**config.mk**
```make
export PLATFORM = sky130hd
export DESIGN_NAME = adc_seq
export DESIGN_NICKNAME = d
export VERILOG_FILES = /design/src/rtl/adc_seq.sv
export SDC_FILE = /design/constraint.sdc
export NUM_CORES = 1
export LEC_CHECK = 0
export BUFFER_PORTS_ARGS = -buffer_cell sky130_fd_sc_hd__buf_2
export CORE_ASPECT_RATIO = 0.6
export CORE_MARGIN = 2
export CORE_UTILIZATION = 57
export CTS_BUF_LIST = sky130_fd_sc_hd__clkbuf_16
export DETAILED_ROUTE_END_ITERATION = 10
export GPL_TIMING_DRIVEN = 0
export PLACE_DENSITY = 0.84
export SLEW_MARGIN = 10
export SYNTH_ARGS = -nofsm -noshare
export SYNTH_HDL_FRONTEND = slang
export SYNTH_SLANG_ARGS = --single-unit
export TNS_END_PERCENT = 100
```
**constraint.sdc**
```tcl
create_clock -name clk -period 3.3 [get_ports clk]
set_input_delay 0.495 -clock clk [delete_from_list [all_inputs] [get_ports clk]]
set_output_delay 0.495 -clock clk [all_outputs]
set_load 0.05 [all_outputs]
```
**src/rtl/adc_seq.sv**
```systemverilog
module adc_seq #(
  parameter int FIRST_CYC  = 5129,
  parameter int PWRUP_CYC  = 40,
  parameter int PERIOD_CYC = 256
) (
  input  logic        clk,
  input  logic        rst,
  input  logic        wr_en,
  input  logic [1:0]  wr_addr,
  input  logic [7:0]  wr_data,
  input  logic [1:0]  rd_addr,
  output logic [7:0]  rd_data,
  input  logic [12:0] samp_in,
  output logic [3:0]  ana_sel,
  output logic [2:0]  buf_mode,
  output logic [1:0]  ref_sel,
  output logic        ref_pin,
  output logic        irq
);
  localparam int CW = $clog2(FIRST_CYC + PWRUP_CYC + PERIOD_CYC + 1);
  localparam logic [CW-1:0] FIRST_LD = CW'(FIRST_CYC - 1);
  localparam logic [CW-1:0] PWR_LD   = CW'(FIRST_CYC + PWRUP_CYC - 1);
  localparam logic [CW-1:0] PER_LD   = CW'(PERIOD_CYC - 1);

  logic busy, first, cont, ref_out_b, ref_lo, ref_hi, warm;
  logic [3:0] insel;
  logic [2:0] bmode;
  logic [CW-1:0] cnt;
  logic [12:0] res;
  logic [1:0] ref_nxt;

  wire wr0 = wr_en && (wr_addr == 2'd0);
  wire wr1 = wr_en && (wr_addr == 2'd1);

  assign ref_nxt  = {wr1 ? wr_data[7] : ref_hi, wr0 ? wr_data[4] : ref_lo};
  assign ref_sel  = {ref_hi, ref_lo};
  assign ref_pin  = ref_out_b && (ref_sel != 2'b00);
  assign ana_sel  = insel;
  assign buf_mode = bmode;

  wire go       = wr0 && wr_data[7] && !busy;
  wire need_pwr = (ref_nxt != 2'b00) && !(warm && ref_nxt == ref_sel);
  wire abort    = busy && first && wr0 && !wr_data[7];
  wire stop     = busy && !first && !cont;
  wire done     = busy && !abort && !stop && (cnt == '0);

  always_ff @(posedge clk) begin
    if (rst) begin
      busy <= 1'b0; first <= 1'b0; cont <= 1'b0; ref_out_b <= 1'b0;
      ref_lo <= 1'b0; ref_hi <= 1'b0; warm <= 1'b0; insel <= '0;
      bmode <= '0; cnt <= '0; res <= '0; irq <= 1'b0;
    end else begin
      if (wr0) {cont, ref_out_b, ref_lo, insel} <= wr_data[6:0];
      if (wr1) begin
        ref_hi <= wr_data[7];
        bmode  <= wr_data[2:0];
      end
      irq <= done;
      if (go) warm <= (ref_nxt != 2'b00);
      else if (ref_nxt != ref_sel) warm <= 1'b0;
      if (go) begin
        busy  <= 1'b1;
        first <= 1'b1;
        cnt   <= need_pwr ? PWR_LD : FIRST_LD;
      end else if (abort || stop) begin
        busy  <= 1'b0;
        first <= 1'b0;
      end else if (done) begin
        res   <= samp_in;
        first <= 1'b0;
        busy  <= cont;
        cnt   <= PER_LD;
      end else if (busy) begin
        cnt <= cnt - 1'b1;
      end
    end
  end

  always_comb begin
    case (rd_addr)
      2'd0:    rd_data = {first, cont, ref_out_b, ref_lo, insel};
      2'd1:    rd_data = {ref_hi, 4'b0000, bmode};
      2'd2:    rd_data = res[12:5];
      default: rd_data = {res[4:0], 3'b000};
    endcase
  end


  irq_pulse_chk: assert property (@(posedge clk) disable iff (rst) irq |=> !irq);

  res_hold_chk: assert property (@(posedge clk) disable iff (rst) !irq |-> $stable(res));

  start_low_chk: assert property (@(posedge clk) disable iff (rst) (busy && !first) |=> !first);

  ref_pin_chk: assert property (@(posedge clk) disable iff (rst) ref_pin |-> (ref_sel != 2'b00));

  idle_quiet_chk: assert property (@(posedge clk) disable iff (rst) !busy |=> !irq);
endmodule

```
==> summary.txt, run 1 <==
Setup path
  • Worst flop-to-flop path endpoint: res[10]
  • Slowest CP cell: mux4_2
  • Critical Path Source Type: input pin
  • Critical path origin: rd_addr[0]
  • CP Data Required Time: 2.80 ns
  • Max FO, Critical Path: 10
  • Max incr delay on CP: 0.58 ns
  • Critical Path AT: 1.78 ns
  • Crit path kind: in -> out
  • Worst R2R Path Depth: 6
  • CP Cell Sequence: clkbuf_1 > mux4_2 > buf_2
  • Endpoint class of the critical path: output pin
  • Family with the most delay on the worst path: buffers and inverters
  • Reg-to-Reg Start: cnt[8]
  • Setup slack, reg-to-reg: 1.15 ns
  • Worst path bufs/invs: 2

STA
  • Worst-margin pin slew: 0.687 ns
  • Tcrit/Tclk final: 68.9%
  • Skew final: 0.00576 ns
  • Final-report hold violation count: 0
  • Fmax: 440 MHz
  • Setup ws final: 1.03 ns
  • Final min period: 2.27 ns
  • RSZ-0062 raised after global routing: no
  • Final setup fails: 0
  • Slew margin rel.: 54.2%
  • Final Max Tran Viols: 0
  • Setup TNS Final: 0 ns

Floorplan
  • Row cnt: 16
  • Die area: 4000 um2
  • Die height: 49.8 um
  • Core Region: 3300 um2
  • Starting Density: 60.3%
  • Die W: 80.3 um
  • IO Pins: 47

Layout
  • Fraction of layout cells with a size suffix above 1: 24.3%
  • Core Util, Final: 73.2%
  • Final #Nets: 301
  • Ant diodes: 0
  • Commonest non-fill, non-tap cell in the layout: buf_2
  • Layout area overhead: 21.4%
  • Commonest non-fill, non-tap cells in the layout: buf_2, dfxtp_1, nor2_1

Power
  • Total power draw: 1180 uW
  • PwrDens: 489 nW/um2
  • Max VDD drop: 303 uV
  • Leakage: 0.00101 uW

GRT
  • First-pass GRT wire length: 8060 um
  • Initial antenna violation count: 0
  • Vias in the first global route: 1,713
  • Tot GR Track Use: 27.0%
  • GR Overflow Total: 0
  • Largest net degree at the start of global routing: 13

Detailed routing
  • Routed vias/inst: 5.84
  • Pre-Repair DR Iteration Count: 4
  • Antenna violation net count after detailed routing: 0
  • WL/cell: 15.4 um
  • Initial DRC Count: 121
  • DRT Wirelength: 4890 um
  • DRC violations left: 0
  • Via Count: 1,852

Yosys
  • Yosys warnings: 0
  • Top FF cell, synth: dfxtp_1
  • Mapped Area: 1990 um2
  • Avg Inst Size Synth: 8.93 um2
  • EDFF count, synth: 0
  • Synth Net Count: 252
  • Leading area contributor after synthesis: dfxtp_1
  • Largest cells by area after synthesis: dfxtp_1, mux2i_1, nor2_1
  • #FFs+latches synth: 41
  • Async SR Flop Fraction: 0%
  • Post-synth top area share: 41.2%
  • Mapped Cells: 223
  • Post-synthesis sequential area ratio: 41.2%
  • Netlist cell types: 45

Place
  • Dpl hpwl: 3610 um
  • DP Worst Slack: 0.971 ns
  • Final GP Congestion: 0.860
  • Input/output buffers: 42

Hold path
  • Hold_sp: samp_in[5]
  • Hold depth: 3
  • Min-Delay Endpoint: res[5]
  • Class of the worst hold path: in -> reg

CTS
  • TritonCTS Buffers: 5
  • CTS Hold Buffers Added: 0
  • CTS sink count: 41
  • Clock Path Buffers: 2
  • Clk slew on worst S/H paths: 0.06 ns
  • Clk_lat worst skew: 0.28 ns
  • # Post-CTS Setup Buffers: 0
  • Clock root cell: clkbuf_16
  • CTS tree: built
  • CTS H-tree lvls: 2
  • # resized after CTS: 0

Outcome
  • Outcome: finished, final reports clean

Run
  • MaxCap Viol Count: 0
-- sequential cells by signal (all words and copies together), names as in the netlist --
register,cells
cnt,13
cont,1
first,1
ref_out_b,1
buf_mode,3
warm,1
res,13
irq,1
ref_lo,1
ana_sel,4
ref_hi,1
busy,1
-- area by class of cell --
cell class / count / area [um2]
repair buffers: 42 / 210
fillers: 250 / 886
inverters: 2 / 7.51
plain buffers: 14 / 78.8
clock buffers: 5 / 125
flip-flops and latches: 41 / 821
well taps: 45 / 56.3
clock inverters: 2 / 35.0
multi-input cells: 166 / 1080
-- per-stage QoR --
| step | cells | cell area, um2 | hold slack, ns |
|---|---|---|---|
| 3_3_place_gp | 310 | 2260 | 0.459 |
| 6_report | 317 | 2420 | 0.441 |
| 3_5_place_dp | 310 | 2260 | 0.461 |
| 2_1_floorplan | 223 | 1990 | 0.450 |
| 4_1_cts | 317 | 2420 | 0.448 |
| 5_1_grt | 317 | 2420 | 0.461 |
-- worst reg2reg max path, delay by kind of cell (launching register included) --
family,cells,cell delay [ns]
multiplexers,1,0.20
AND/OR/NAND/NOR,4,1.25
buffers and inverters,1,0.22
flip-flops,1,0.34
-- cells in the mapped netlist, types with 2 or more instances --
cell / instances
o31ai_1: 2
inv_1: 2
clkbuf_1: 7
nor3_1: 4
o21a_1: 2
nand2_1: 25
a22o_1: 4
buf_2: 2
a211oi_1: 6
a21oi_1: 18
o2bb2ai_1: 2
mux2_2: 4
a21o_1: 3
nand3b_1: 2
nor4_1: 2
or4_1: 2
o21ai_0: 9
xnor2_1: 4
buf_4: 2
or3_4: 2
mux2i_1: 21
nor2_1: 30
nand3_1: 5
dfxtp_1: 41
buf_1: 2
-- routing by layer --
| metal | global-route usage [%] | vias up | share of wire, % |
|---|---|---|---|
| met1 | 39.8 | 857 | 47 |
| li1 | - | 902 | - |
| met2 | 39.6 | 86 | 42 |
| met4 | 7.34 | 0 | 0.82 |
| met3 | 6.41 | 7 | 10 |
| met5 | 0 | - | 0 |
-- how the worst max path moves through the flow --
stage,end,slack (ns),cells past startpoint
floorplan,rd_data[0],0.72,3
global placement,cnt[2],1.01,7
detailed placement,cnt[2],0.97,7
CTS,rd_data[7],1.02,3
global route,rd_data[5],0.96,4
finish,rd_data[7],1.03,3
-- cell families (layout without fill, tap and decap cells) --
| kind of cell | Yosys count | after routing | share of synthesized area (%) |
|---|---|---|---|
| and+or+nand+nor | 81 | 81 | 20.4 |
| buffers and inverters | 16 | 65 | 4.34 |
| xor gates and xnor gates | 4 | 4 | 1.76 |
| muxes | 26 | 26 | 14.0 |
| AOI/OAI and AO/OA | 54 | 54 | 17.7 |
| adders and majority gates | 1 | 1 | 0.628 |
| DFF | 41 | 41 | 41.2 |
-- power by group --
part | internal (uW) | switching, uW
Sequential | 505 | 10.5
Clock | 351 | 183
Combinational | 47.5 | 85.0
Total | 904 | 278
Power figures use the tool's default switching activity.
==> run 2: changes to the inputs <==
- CORE_UTILIZATION: 57 -> 53
- PLACE_DENSITY: 0.84 -> 0.79
- clock period: 3.3 -> 2.3 ns (I/O delays scaled with it)
==> summary.txt, run 2 (synthesis gave the netlist of run 1 again) <==
CTS
  • CTS sink count: 41 (unchanged)
  • CTS H-tree lvls: 2 (unchanged)
  • CTS Hold Buffers Added: 0 (unchanged)
  • # Post-CTS Setup Buffers: 0 (unchanged)
  • Clock Path Buffers: 2 (unchanged)
  • Clk_lat worst skew: 0.28 ns (about the same)
  • TritonCTS Buffers: 5 (unchanged)
  • CTS tree: built (unchanged)
  • # resized after CTS: 0 (unchanged)
  • Clock root cell: clkbuf_16 (unchanged)
  • Clk slew on worst S/H paths: 0.06 ns (about the same)

STA
  • Skew final: 0.00220 ns (was 0.00576 ns)
  • Final-report hold violation count: 0 (unchanged)
  • Setup ws final: 0.109 ns (was 1.03 ns)
  • Fmax: 456 MHz
  • RSZ-0062 raised after global routing: no (unchanged)
  • Final Max Tran Viols: 0 (unchanged)
  • Tcrit/Tclk final: 95.3%
  • Final min period: 2.19 ns
  • Worst-margin pin slew: 0.647 ns (was 0.687 ns)
  • Setup TNS Final: 0 ns (unchanged)
  • Worst hold slack: 0.295 ns (was 0.441 ns)
  • Final setup fails: 0 (unchanged)
  • Slew margin rel.: 56.8% (was 54.2%)

Hold path
  • Hold_sp: samp_in[0] (was samp_in[5])
  • Class of the worst hold path: in -> reg (unchanged)
  • Min-Delay Endpoint: res[0] (was res[5])
  • Hold depth: 3 (unchanged)

Power
  • Max VDD drop: 490 uV (was 303 uV)
  • Seq pwr share: 43.1% (was 43.7%)
  • Share of power burned in the clock network: 45.7% (was 45.1%)
  • Int Pwr: 1300 uW (was 904 uW)
  • Sw Ratio: 24.2% (was 23.5%)
  • Switching power of the nets: 416 uW (was 278 uW)
  • Leakage: 0.00101 uW (about the same)
  • Total power draw: 1720 uW (was 1180 uW)
  • PwrDens: 708 nW/um2 (was 489 nW/um2)
  • Logic pwr share: 11.2% (about the same)

Place
  • Final GP Congestion: 0.899 (was 0.860)
  • DP Area: 2260 um2 (about the same)
  • Input/output buffers: 42 (unchanged)
  • Dpl hpwl: 3630 um (was 3610 um)
  • DP Worst Slack: 0.144 ns (was 0.971 ns)

Setup path
  • Endpoint class of the critical path: register (was output pin)
  • Critical Path Source Type: register (was input pin)
  • Max incr delay on CP: 0.46 ns (was 0.58 ns)
  • Critical path's most frequent cell: or3_4
  • CP Data Required Time: 2.45 ns (was 2.80 ns)
  • CP Cell Sequence: or3_4 > or3_4 > nor3_4 > buf_12 > mux2i_1 > nor2_1 (was clkbuf_1 > mux4_2 > buf_2)
  • Setup slack, reg-to-reg: 0.11 ns (was 1.15 ns)
  • Crit path kind: reg -> reg (was in -> out)
  • Worst flop-to-flop path endpoint: res[7] (was res[10])
  • Max FO, Critical Path: 10 (unchanged)
  • Worst R2R Path Depth: 6 (unchanged)
  • Slowest CP cell: nor3_4 (was mux4_2)
  • Reg-to-Reg Start: cnt[8] (unchanged)
  • Critical Path AT: 2.35 ns (was 1.78 ns)

Detailed routing
  • WL/cell: 15.0 um (was 15.4 um)
  • Via Count: 1,831 (was 1,852)
  • Routed vias/inst: 5.72 (was 5.84)
  • Initial DRC Count: 125 (was 121)
  • DRT Wirelength: 4810 um (was 4890 um)
  • Pre-Repair DR Iteration Count: 4 (unchanged)
  • DRC violations left: 0 (unchanged)
  • Antenna violation net count after detailed routing: 0 (unchanged)

Layout
  • Layout area overhead: 21.9% (was 21.4%)
  • FILL cells: 297 (was 250)
  • Post-Layout Inst Area: 2430 um2 (was 2420 um2)
  • Final #Nets: 301 (unchanged)
  • Commonest non-fill, non-tap cells in the layout: buf_2, dfxtp_1, nor2_1 (unchanged)
  • Commonest non-fill, non-tap cell in the layout: buf_2 (unchanged)
  • Fraction of layout cells with a size suffix above 1: 24.2% (was 24.3%)
  • Ant diodes: 0 (unchanged)

GRT
  • GR Overflow Total: 0 (unchanged)
  • Initial antenna violation count: 0 (unchanged)
  • Vias in the first global route: 1,571 (was 1,713)
  • Tot GR Track Use: 23.7% (was 27.0%)
  • Largest net degree at the start of global routing: 14 (was 13)
  • First-pass GRT wire length: 7760 um (was 8060 um)

Floorplan
  • Die W: 83.1 um (was 80.3 um)
  • Die height: 51.5 um (was 49.8 um)
  • IO Pins: 47 (unchanged)
  • Die area: 4280 um2 (was 4000 um2)
  • Starting Density: 54.7% (was 60.3%)
  • Core Region: 3640 um2 (was 3300 um2)
  • Row cnt: 17 (was 16)

Run
  • MaxCap Viol Count: 0 (unchanged)

Outcome
  • Outcome: finished, final reports clean (unchanged)
-- run 2: cell types whose count changed in the layout (fill, tap and decap cells not counted), sizes merged --
| cell | previous run | this run |
|---|---|---|
| clkinvlp | 0 | 1 |
-- run 2: critical path: cells and delay by family (launching register included) --
family,cells,cell delay (ns)
flip-flops,1,0.35
multiplexers,1,0.19
buffers and inverters,1,0.21
AND/OR/NAND/NOR,4,1.31
-- run 2: worst max-delay path by stage --
stage               startpoint    endpoint  slack, ns  depth (start not counted)
global placement    wr_data[7]      cnt[2]       0.12                          7
global route            cnt[8]     res[11]       0.01                          6
floorplan           rd_addr[0]  rd_data[0]       0.02                          3
finish                  cnt[8]      res[7]       0.11                          6
CTS                     cnt[8]      res[7]       0.17                          6
detailed placement  wr_data[7]     cnt[10]       0.14                          6
-- run 2: power by group through the flow --
stage	clock (uW)	sequential (uW)	combinational [uW]
floorplan	0	765	115
global placement	0	754	184
detailed placement	0	755	189
CTS	789	739	190
global route	826	742	207
finish	785	740	192
-- run 2: layout make-up --
class                           instances  area, um2  share of cell area, %
Multi-Input combinational cell        166       1080                   44.7
Sequential cell                        41        821                   33.8
Timing Repair Buffer                   42        210                   8.66
Clock buffer                            5        125                   5.16
Buffer                                 14       78.8                   3.25
Tap cell                               47       58.8                   2.42
Clock inverter                          3       41.3                   1.70
Inverter                                2       7.51                  0.309
-- run 2: metrics by stage --
stage	instances	utilization (%)
after CTS	320	66.7
after global routing	320	66.7
after global placement	312	62.1
after detailed placement	312	62.1
after floorplan	223	-
final	320	66.7
-- run 2: metal layers --
metal  track usage [%]  vias to the layer above  wire length (um)
met5                 0                        -                 0
met4              8.20                        0                49
met3              6.46                       12               416
met2              32.5                       74              1970
met1              35.4                      846              2370
li1                  -                      899                 -
==> run 3: changes to the inputs <==
- CORE_UTILIZATION: 53 -> 51
- PLACE_DENSITY: 0.79 -> 0.76
==> summary.txt, run 3 (synthesis gave the netlist of run 1 again) <==
Layout
  • Final #Nets: 304 (was 301)
  • Ant diodes: 0 (unchanged)
  • Post-Layout Inst Area: 2450 um2 (was 2430 um2)
  • Fraction of layout cells with a size suffix above 1: 25.0% (was 24.2%)
  • Commonest non-fill, non-tap cells in the layout: buf_2, dfxtp_1, nor2_1 (unchanged)
  • Layout area overhead: 23.0% (was 21.9%)
  • Commonest non-fill, non-tap cell in the layout: buf_2 (unchanged)

Floorplan
  • Die height: 52.4 um (was 51.5 um)
  • IO Pins: 47 (unchanged)
  • Starting Density: 53.8% (was 54.7%)
  • Die area: 4440 um2 (was 4280 um2)
  • Core Region: 3700 um2 (was 3640 um2)
  • Row cnt: 17 (unchanged)
  • Die W: 84.7 um (was 83.1 um)

Detailed routing
  • Antenna violation net count after detailed routing: 0 (unchanged)
  • WL/cell: 14.9 um (was 15.0 um)
  • DRC violations left: 0 (unchanged)
  • Routed vias/inst: 5.63 (was 5.72)
  • Via Count: 1,820 (was 1,831)
  • Pre-Repair DR Iteration Count: 4 (unchanged)
  • Initial DRC Count: 78 (was 125)
  • DRT Wirelength: 4800 um (was 4810 um)

GRT
  • GR Util met2: 31.1% (was 32.5%)
  • GR met3 Demand/Resource: 5.51% (was 6.46%)
  • GR Overflow Total: 0 (unchanged)
  • Initial antenna violation count: 0 (unchanged)
  • Met1 Use GR: 34.7% (was 35.4%)
  • Tot GR Track Use: 22.6% (was 23.7%)
  • Vias in the first global route: 1,537 (was 1,571)
  • GR peak layer: met1 (unchanged)
  • First-pass GRT wire length: 7580 um (was 7760 um)
  • Largest net degree at the start of global routing: 14 (unchanged)

STA
  • Tcrit/Tclk final: 88.6% (was 95.3%)
  • Fmax: 491 MHz (was 456 MHz)
  • Worst hold slack: 0.296 ns (was 0.295 ns)
  • Slew margin rel.: 56.9% (was 56.8%)
  • RSZ-0062 raised after global routing: no (unchanged)
  • Final setup fails: 0 (unchanged)
  • Worst-margin pin slew: 0.647 ns (about the same)
  • Final Max Tran Viols: 0 (unchanged)
  • Skew final: 0.00425 ns (was 0.00220 ns)
  • Final-report hold violation count: 0 (unchanged)
  • Final min period: 2.04 ns (was 2.19 ns)
  • Setup TNS Final: 0 ns (unchanged)

Setup path
  • Critical Path AT: 2.25 ns (was 2.35 ns)
  • Slowest CP cell: a21oi_1 (was nor3_4)
  • CP Data Required Time: 2.51 ns (was 2.45 ns)
  • Critical Path Source Type: register (unchanged)
  • Max incr delay on CP: 0.53 ns (was 0.46 ns)
  • Setup slack, reg-to-reg: 0.26 ns (was 0.11 ns)
  • Crit path kind: reg -> reg (unchanged)
  • Max FO, Critical Path: 9 (was 10)
  • Endpoint class of the critical path: register (unchanged)
  • CP Cell Sequence: o21ai_0 > a21oi_1 > nand3_1 > or4_1 > a31oi_1 (was or3_4 > or3_4 > nor3_4 > buf_12 > mux2i_1 > nor2_1)

Place
  • Input/output buffers: 42 (unchanged)
  • Dpl hpwl: 3510 um (was 3630 um)
  • Final GP Congestion: 0.868 (was 0.899)
  • DP Area: 2260 um2 (unchanged)

Power
  • PwrDens: 702 nW/um2 (was 708 nW/um2)
  • Max VDD drop: 497 uV (was 490 uV)
  • Leakage: 0.00103 uW (was 0.00101 uW)
  • Total power draw: 1720 uW (about the same)

Hold path
  • Class of the worst hold path: in -> reg (unchanged)

CTS
  • Clock root cell: clkbuf_16 (unchanged)
  • TritonCTS Buffers: 5 (unchanged)
  • Clk_lat worst skew: 0.28 ns (about the same)
  • CTS sink count: 41 (unchanged)
  • CTS H-tree lvls: 2 (unchanged)
  • CTS tree: built (unchanged)
  • Clock Path Buffers: 2 (unchanged)
  • Clk slew on worst S/H paths: 0.06 ns (about the same)
  • CTS Hold Buffers Added: 0 (unchanged)

Outcome
  • Outcome: finished, final reports clean (unchanged)

Run
  • MaxCap Viol Count: 0 (unchanged)
run 3: cell types whose count changed in the layout (fill, tap and decap cells not counted):
| cell | change |
|---|---|
| buf_4 | +3 |
run 3: repair_timing:
item / 4_1_cts / 5_1_grt
gates resized for setup: 0 / 0
endpoints found under the setup margin: 0 / 1
setup buffers: 0 / 3
hold endpoints to repair: 0 / 0
run 3: through the flow:
stage               util (%)  std cells  setup slack [ns]
detailed placement      61.1        312             0.136
finish                  66.2        323             0.262
CTS                     65.6        320             0.121
floorplan                  -        223            0.0158
global placement        61.1        312             0.145
global route            66.2        323            0.0917
run 3: final timing paths:
| check | from | to | cells after the start |
|---|---|---|---|
| max | first | cnt[10] | 5 |
| min | samp_in[9] | res[9] | 3 |
| max reg2reg | first | cnt[10] | 5 |
| min reg2reg | ana_sel[0] | ana_sel[0] | 2 |
run 3: layer usage:
metal,vias to the layer above,wire length [um]
met4,0,43
met1,833,2510
li1,902,-
met3,7,409
met2,78,1840
met5,-,0
run 3: final cells by class:
type / instances / area [um2]
flip-flops and latches: 41 / 821
multi-input cells: 166 / 1080
repair buffers: 45 / 233
clock buffers: 5 / 125
well taps: 47 / 58.8
inverters: 2 / 7.51
clock inverters: 3 / 41.3
plain buffers: 14 / 78.8
fillers: 320 / 1250
run 3: report_power, final:
group / switching [uW] / internal (uW)
Clock: 280 / 508
Combinational: 123 / 68.4
Sequential: 14.9 / 725
Total: 418 / 1300
run 3: worst max-delay path: cells and delay by family (launching register included):
| family | cells | cell delay (ns) |
|---|---|---|
| compound gates | 3 | 0.82 |
| simple gates | 2 | 0.75 |
| flops | 1 | 0.40 |
